--- src/rtl/ckl_pkg.sv ---
package ckl_pkg;

    localparam int DIGIT_W  = 2;
    localparam int STATUS_W = 3;

    typedef logic [DIGIT_W-1:0]  digit_t;
    typedef logic [STATUS_W-1:0] status_t;

    typedef struct packed {
        digit_t first;
        digit_t second;
    } code_t;

    typedef enum logic [2:0] {
        ST_WAIT1   = 3'd0,
        ST_WAIT2OK = 3'd1,
        ST_WAIT2NG = 3'd2,
        ST_UNLOCK  = 3'd3,
        ST_PGM1    = 3'd4,
        ST_PGM2    = 3'd5,
        ST_FAULT   = 3'd6
    } state_t;

    localparam status_t STS_LOCKED = 3'd0;
    localparam status_t STS_SECOND = 3'd1;
    localparam status_t STS_OPEN   = 3'd2;
    localparam status_t STS_PGM1   = 3'd3;
    localparam status_t STS_PGM2   = 3'd4;
    localparam status_t STS_ERROR  = 3'd5;

    function automatic status_t status_of(state_t s);
        case (s)
            ST_WAIT1:   return STS_LOCKED;
            ST_WAIT2OK: return STS_SECOND;
            ST_WAIT2NG: return STS_SECOND;
            ST_UNLOCK:  return STS_OPEN;
            ST_PGM1:    return STS_PGM1;
            ST_PGM2:    return STS_PGM2;
            ST_FAULT:   return STS_ERROR;
            default:    return STS_LOCKED;
        endcase
    endfunction

endpackage

--- src/rtl/ckl_code_store.sv ---
module ckl_code_store
    import ckl_pkg::*;
#(
    parameter digit_t DEF_FIRST  = 2'b11,
    parameter digit_t DEF_SECOND = 2'b01
) (
    input  logic   clk,
    input  logic   load_default,
    input  logic   wr_first,
    input  logic   wr_second,
    input  digit_t wr_digit,
    output code_t  code
);

    code_t code_q;

    // No reset: the code survives a synchronous reset.
    always_ff @(posedge clk) begin
        if (load_default) begin
            code_q.first  <= DEF_FIRST;
            code_q.second <= DEF_SECOND;
        end else begin
            if (wr_first)  code_q.first  <= wr_digit;
            if (wr_second) code_q.second <= wr_digit;
        end
    end

    assign code = code_q;

endmodule

--- src/rtl/ckl_fsm.sv ---
module ckl_fsm
    import ckl_pkg::*;
(
    input  logic   clk,
    input  logic   rst,
    input  logic   restore,
    input  logic   enter,
    input  digit_t digit,
    input  code_t  code,
    output state_t state,
    output logic   wr_first,
    output logic   wr_second
);

    state_t state_q, state_d;
    logic   act;

    assign act = enter && !restore && !rst;

    always_ff @(posedge clk) begin
        if (rst || restore) state_q <= ST_WAIT1;
        else                state_q <= state_d;
    end

    always_comb begin
        state_d = state_q;
        if (enter) begin
            case (state_q)
                ST_WAIT1:   state_d = (digit == code.first)  ? ST_WAIT2OK : ST_WAIT2NG;
                ST_WAIT2OK: state_d = (digit == code.second) ? ST_UNLOCK  : ST_FAULT;
                ST_WAIT2NG: state_d = ST_FAULT;
                ST_UNLOCK:  state_d = ST_PGM1;
                ST_PGM1:    state_d = ST_PGM2;
                ST_PGM2:    state_d = ST_UNLOCK;
                ST_FAULT:   state_d = ST_WAIT1;
                default:    state_d = ST_WAIT1;
            endcase
        end
    end

    assign wr_first  = act && (state_q == ST_PGM1);
    assign wr_second = act && (state_q == ST_PGM2);
    assign state     = state_q;

endmodule

--- src/rtl/ckl_status_dec.sv ---
module ckl_status_dec
    import ckl_pkg::*;
(
    input  state_t  state,
    output status_t status,
    output logic    open
);

    assign status = status_of(state);
    assign open   = (state == ST_UNLOCK);

endmodule

--- src/rtl/combo_lock.sv ---
module combo_lock
    import ckl_pkg::*;
#(
    parameter digit_t DEF_FIRST  = 2'b11,
    parameter digit_t DEF_SECOND = 2'b01
) (
    input  logic                clk,
    input  logic                rst,
    input  logic                restore_i,
    input  logic                enter_i,
    input  logic [DIGIT_W-1:0]  digit_i,
    output logic                open_o,
    output logic [STATUS_W-1:0] status_o,
    output logic [DIGIT_W-1:0]  code_first_o,
    output logic [DIGIT_W-1:0]  code_second_o
);

    code_t  code;
    state_t state;
    logic   wr_first, wr_second;

    ckl_code_store #(.DEF_FIRST(DEF_FIRST), .DEF_SECOND(DEF_SECOND)) u_store (
        .clk          (clk),
        .load_default (restore_i && !rst),
        .wr_first     (wr_first),
        .wr_second    (wr_second),
        .wr_digit     (digit_i),
        .code         (code)
    );

    ckl_fsm u_fsm (
        .clk       (clk),
        .rst       (rst),
        .restore   (restore_i),
        .enter     (enter_i),
        .digit     (digit_i),
        .code      (code),
        .state     (state),
        .wr_first  (wr_first),
        .wr_second (wr_second)
    );

    ckl_status_dec u_dec (
        .state  (state),
        .status (status_o),
        .open   (open_o)
    );

    assign code_first_o  = code.first;
    assign code_second_o = code.second;

endmodule

--- config.mk ---
export PLATFORM = sky130hd
export DESIGN_NAME = combo_lock
export DESIGN_NICKNAME = d
export VERILOG_FILES = /design/src/rtl/ckl_pkg.sv /design/src/rtl/ckl_code_store.sv /design/src/rtl/ckl_fsm.sv /design/src/rtl/ckl_status_dec.sv /design/src/rtl/combo_lock.sv
export SDC_FILE = /design/constraint.sdc
export NUM_CORES = 1
export LEC_CHECK = 0
export BUFFER_PORTS_ARGS = -buffer_cell sky130_fd_sc_hd__buf_4
export CELL_PAD_IN_SITES_DETAIL_PLACEMENT = 1
export CELL_PAD_IN_SITES_GLOBAL_PLACEMENT = 2
export CORE_AREA = 8 8 50 52
export CTS_CLUSTER_DIAMETER = 200
export CTS_CLUSTER_SIZE = 14
export DETAILED_ROUTE_END_ITERATION = 8
export DIE_AREA = 0 0 58 60
export MAX_ROUTING_LAYER = met4
export PLACE_DENSITY = 0.78
export RECOVER_POWER = 50
export SLEW_MARGIN = 25
export SYNTH_ARGS = -nofsm -noshare
export SYNTH_HDL_FRONTEND = slang
export SYNTH_SLANG_ARGS = --single-unit
--- constraint.sdc ---
create_clock -name clk -period 2.5 [get_ports clk]
set_input_delay 0.5 -clock clk [delete_from_list [all_inputs] [get_ports clk]]
set_output_delay 0.5 -clock clk [all_outputs]
set_load 0.01 [all_outputs]
==> impl_metrics.ini <==
[run_status]
status = complete, no violations

[critical_path]
critical_path_required_ns = 2.00
cpPeakStageDelay_ns = 0.58
crit_type = reg -> out
endpoint_kind = output pin
critPathMaxFanout = 14
cp_cell_sequence = nand2b_1 -> a21boi_0 -> buf_4
crit_arrival_ns = 1.37
worstSetupStartpointType = flop
crit_slowest_cell = dfxtp_1

[floorplanning]
die_x_um = 58
die_y_um = 60
io_pins = 14
dieArea_mm2 = 0.00348
rows = 16
coreArea_mm2 = 0.00180
initial_core_util_pct = 25.3

[sta]
max_freq_mhz = 534
tightest_slew_ns = 0.432
slew_violations = 0
slew_headroom_pct = 71.2
finalSetupTns_ns = 0
fin_crit_sh_pct = 74.9
rsz0062_at_grt = false
setup_viol = 0
finClkSkew_ns = 0.000956
finalHoldViolations = 0
period_minus_slack_ns = 1.87

[synth]
synthAdderAreaFrac_pct = 0
synth.area.top_cells = dfxtp_1 (31%), xnor2_1 (5.8%), nand2b_1 (5.5%)
ys_async_sr_fraction_pct = 0
synthXorXnorAreaFrac_pct = 9.59
ys_seq_elements = 7
synth-seq-area-share_pct = 30.7
synthSimpleGateAreaFrac_pct = 32.3
synthesis.area_um2 = 457
synth_cell_types = 26
synth_most_common_cell = dfxtp_1
synth_compound_area_share_pct = 23.6
ys.flop_type = dfxtp_1
yosys_warnings = 0
synth_top_family_by_area = simple AND/OR/NAND/NOR gates
synthMuxAreaShare_pct = 0
syn_area_per_cell_um2 = 8.16
syn-num-nets = 62
synth_edf_count = 0
syn_inst = 56
synthDominantCellAreaShare_pct = 30.7
yosys-top-cells-count = dfxtp_1 (7), nor2_1 (5), nand2b_1 (4), o21ai_0 (4)
yosys.area.top_type = dfxtp_1

[finish]
final_nets = 77
final_cells = 88
fin_area_um2 = 574
layout-drive-gt1-share_pct = 22.9
diodes = 0
area_growth_pct = 25.8

[power_and_ir_drop]
power_frac_seq_pct = 45.0
switchingPower_mw = 0.0713
p_leak_nw = 0.215
p_clk_share_pct = 42.3
pwr_density_cell_mw_per_mm2 = 459
power_frac_comb_pct = 12.8
vdd_ir_drop_max_uv = 179
switching_share_pct = 27.1
internal_power_mw = 0.192

[global_routing]
grt_max_degree = 15
overflow = 0
track_usage_pct = 8.86
grt_first_pass_wirelength_um = 2230
antenna_found_initial = 0
grt_pass1_vias = 486

[clocking]
cts_htree_levels = 1
hold_buffers = 0
postCtsSetupBuffers = 0
cts_tree = yes
clockBufferDepth = 2
cts_sinks = 7
root_buffer = clkbuf_4
clk_pin_slew_ns = 0.06
post_cts_resized = 0
cts_buffers = 3
clk-insertion-delay-late_ns = 0.26

[placement]
io_buffer_count = 13
placed_cell_area_um2 = 559
hpwl_um = 984
dp_cells = 84
gp_congestion = 0.722

[route]
drc_errors = 0
routed_via_density = 5.17
wirelength_um = 1300
avgRoutedWirePerCell_um = 14.8
drt-pass1-iter-count = 2
detail-route-antenna-nets = 0
drt-initial-drc-count = 2
dr_total_vias = 455

[job]
maxCapViolCount = 0

[min_path]
min-delay-path-class = reg -> reg
==> cell usage in the layout, fill, tap and decap left out <==
| master | instances |
|---|---|
| a211oi_1 | 1 |
| a21boi_0 | 2 |
| a21boi_1 | 1 |
| a21o_1 | 1 |
| a21oi_1 | 3 |
| and2_2 | 1 |
| and4bb_4 | 1 |
| buf_4 | 10 |
| clkbuf_1 | 4 |
| clkbuf_4 | 3 |
| dfxtp_1 | 7 |
| nand2_1 | 3 |
| nand2b_1 | 4 |
| nand3_1 | 2 |
| nand3_2 | 1 |
| nand4bb_1 | 1 |
| nor2_1 | 5 |
| nor2b_1 | 1 |
| nor3_1 | 1 |
| nor3b_1 | 1 |
| nor4_1 | 3 |
| o211ai_1 | 2 |
| o21ai_0 | 4 |
| o21ai_1 | 2 |
| o311a_1 | 1 |
| xnor2_1 | 3 |
| xor2_1 | 2 |
==> per-layer routing <==
layer / wire (um) / GRT usage [%]
met5: 0 / -
met4: 38 / 8.39
met3: 37 / 1.72
met2: 638 / 13.9
met1: 589 / 9.25
==> cell type report <==
| type | count | area, um2 |
|---|---|---|
| fill | 228 | 1230 |
| multi-input combinational | 46 | 299 |
| sequential | 7 | 140 |
| timing repair buffer | 13 | 86.3 |
| clock buffer | 4 | 26.3 |
| tap | 18 | 22.5 |
==> worst max-delay path, delay by kind of cell, from the launching register on <==
kind | cells | cell delay (ns)
and+or+nand+nor | 1 | 0.18
DFF | 1 | 0.58
AOI/OAI and AO/OA | 1 | 0.20
buffers and inverters | 1 | 0.15
==> sequential cells by signal, summed over array words and instances, names as in the netlist <==
name          flops
u_store.code      4
u_fsm.state       3
==> metrics by stage <==
stage / setup WS (ns) / utilization, % / total power [mW] / hold slack [ns]
4_1_cts: 0.626 / 32.5 / 0.270 / 0.513
5_1_grt: 0.488 / 31.9 / 0.285 / 0.508
3_5_place_dp: 0.931 / 31.0 / 0.155 / 0.509
3_3_place_gp: 0.936 / 31.0 / 0.155 / 0.500
2_1_floorplan: 1.04 / - / 0.138 / 0.521
6_report: 0.627 / 31.9 / 0.264 / 0.521
==> cell families after synthesis <==
group | Yosys count
xor gates and xnor gates | 5
buffers and inverters | 3
and+or+nand+nor | 24
DFF | 7
AOI/OAI and AO/OA | 17
==> power by group through the flow <==
stage	logic (mW)	clock network [mW]	registers [mW]
after CTS	0.0343	0.117	0.118
final	0.0337	0.111	0.118
after floorplan	0.0209	0	0.117
after global routing	0.0373	0.129	0.119
after global placement	0.0338	0	0.121
after detailed placement	0.0340	0	0.121
==> worst paths after layout <==
check / start / endpoint / slack, ns / depth (start not counted)
worst max-delay path: u_fsm.state[0] / status_o[2] / 0.63 / 3
worst min-delay path: u_store.code[1] / u_store.code[1] / 0.52 / 2
worst max register to register: u_fsm.state[2] / u_store.code[3] / 1.27 / 3
worst min register to register: u_store.code[1] / u_store.code[1] / 0.52 / 2
Power figures use the tool's default switching activity.
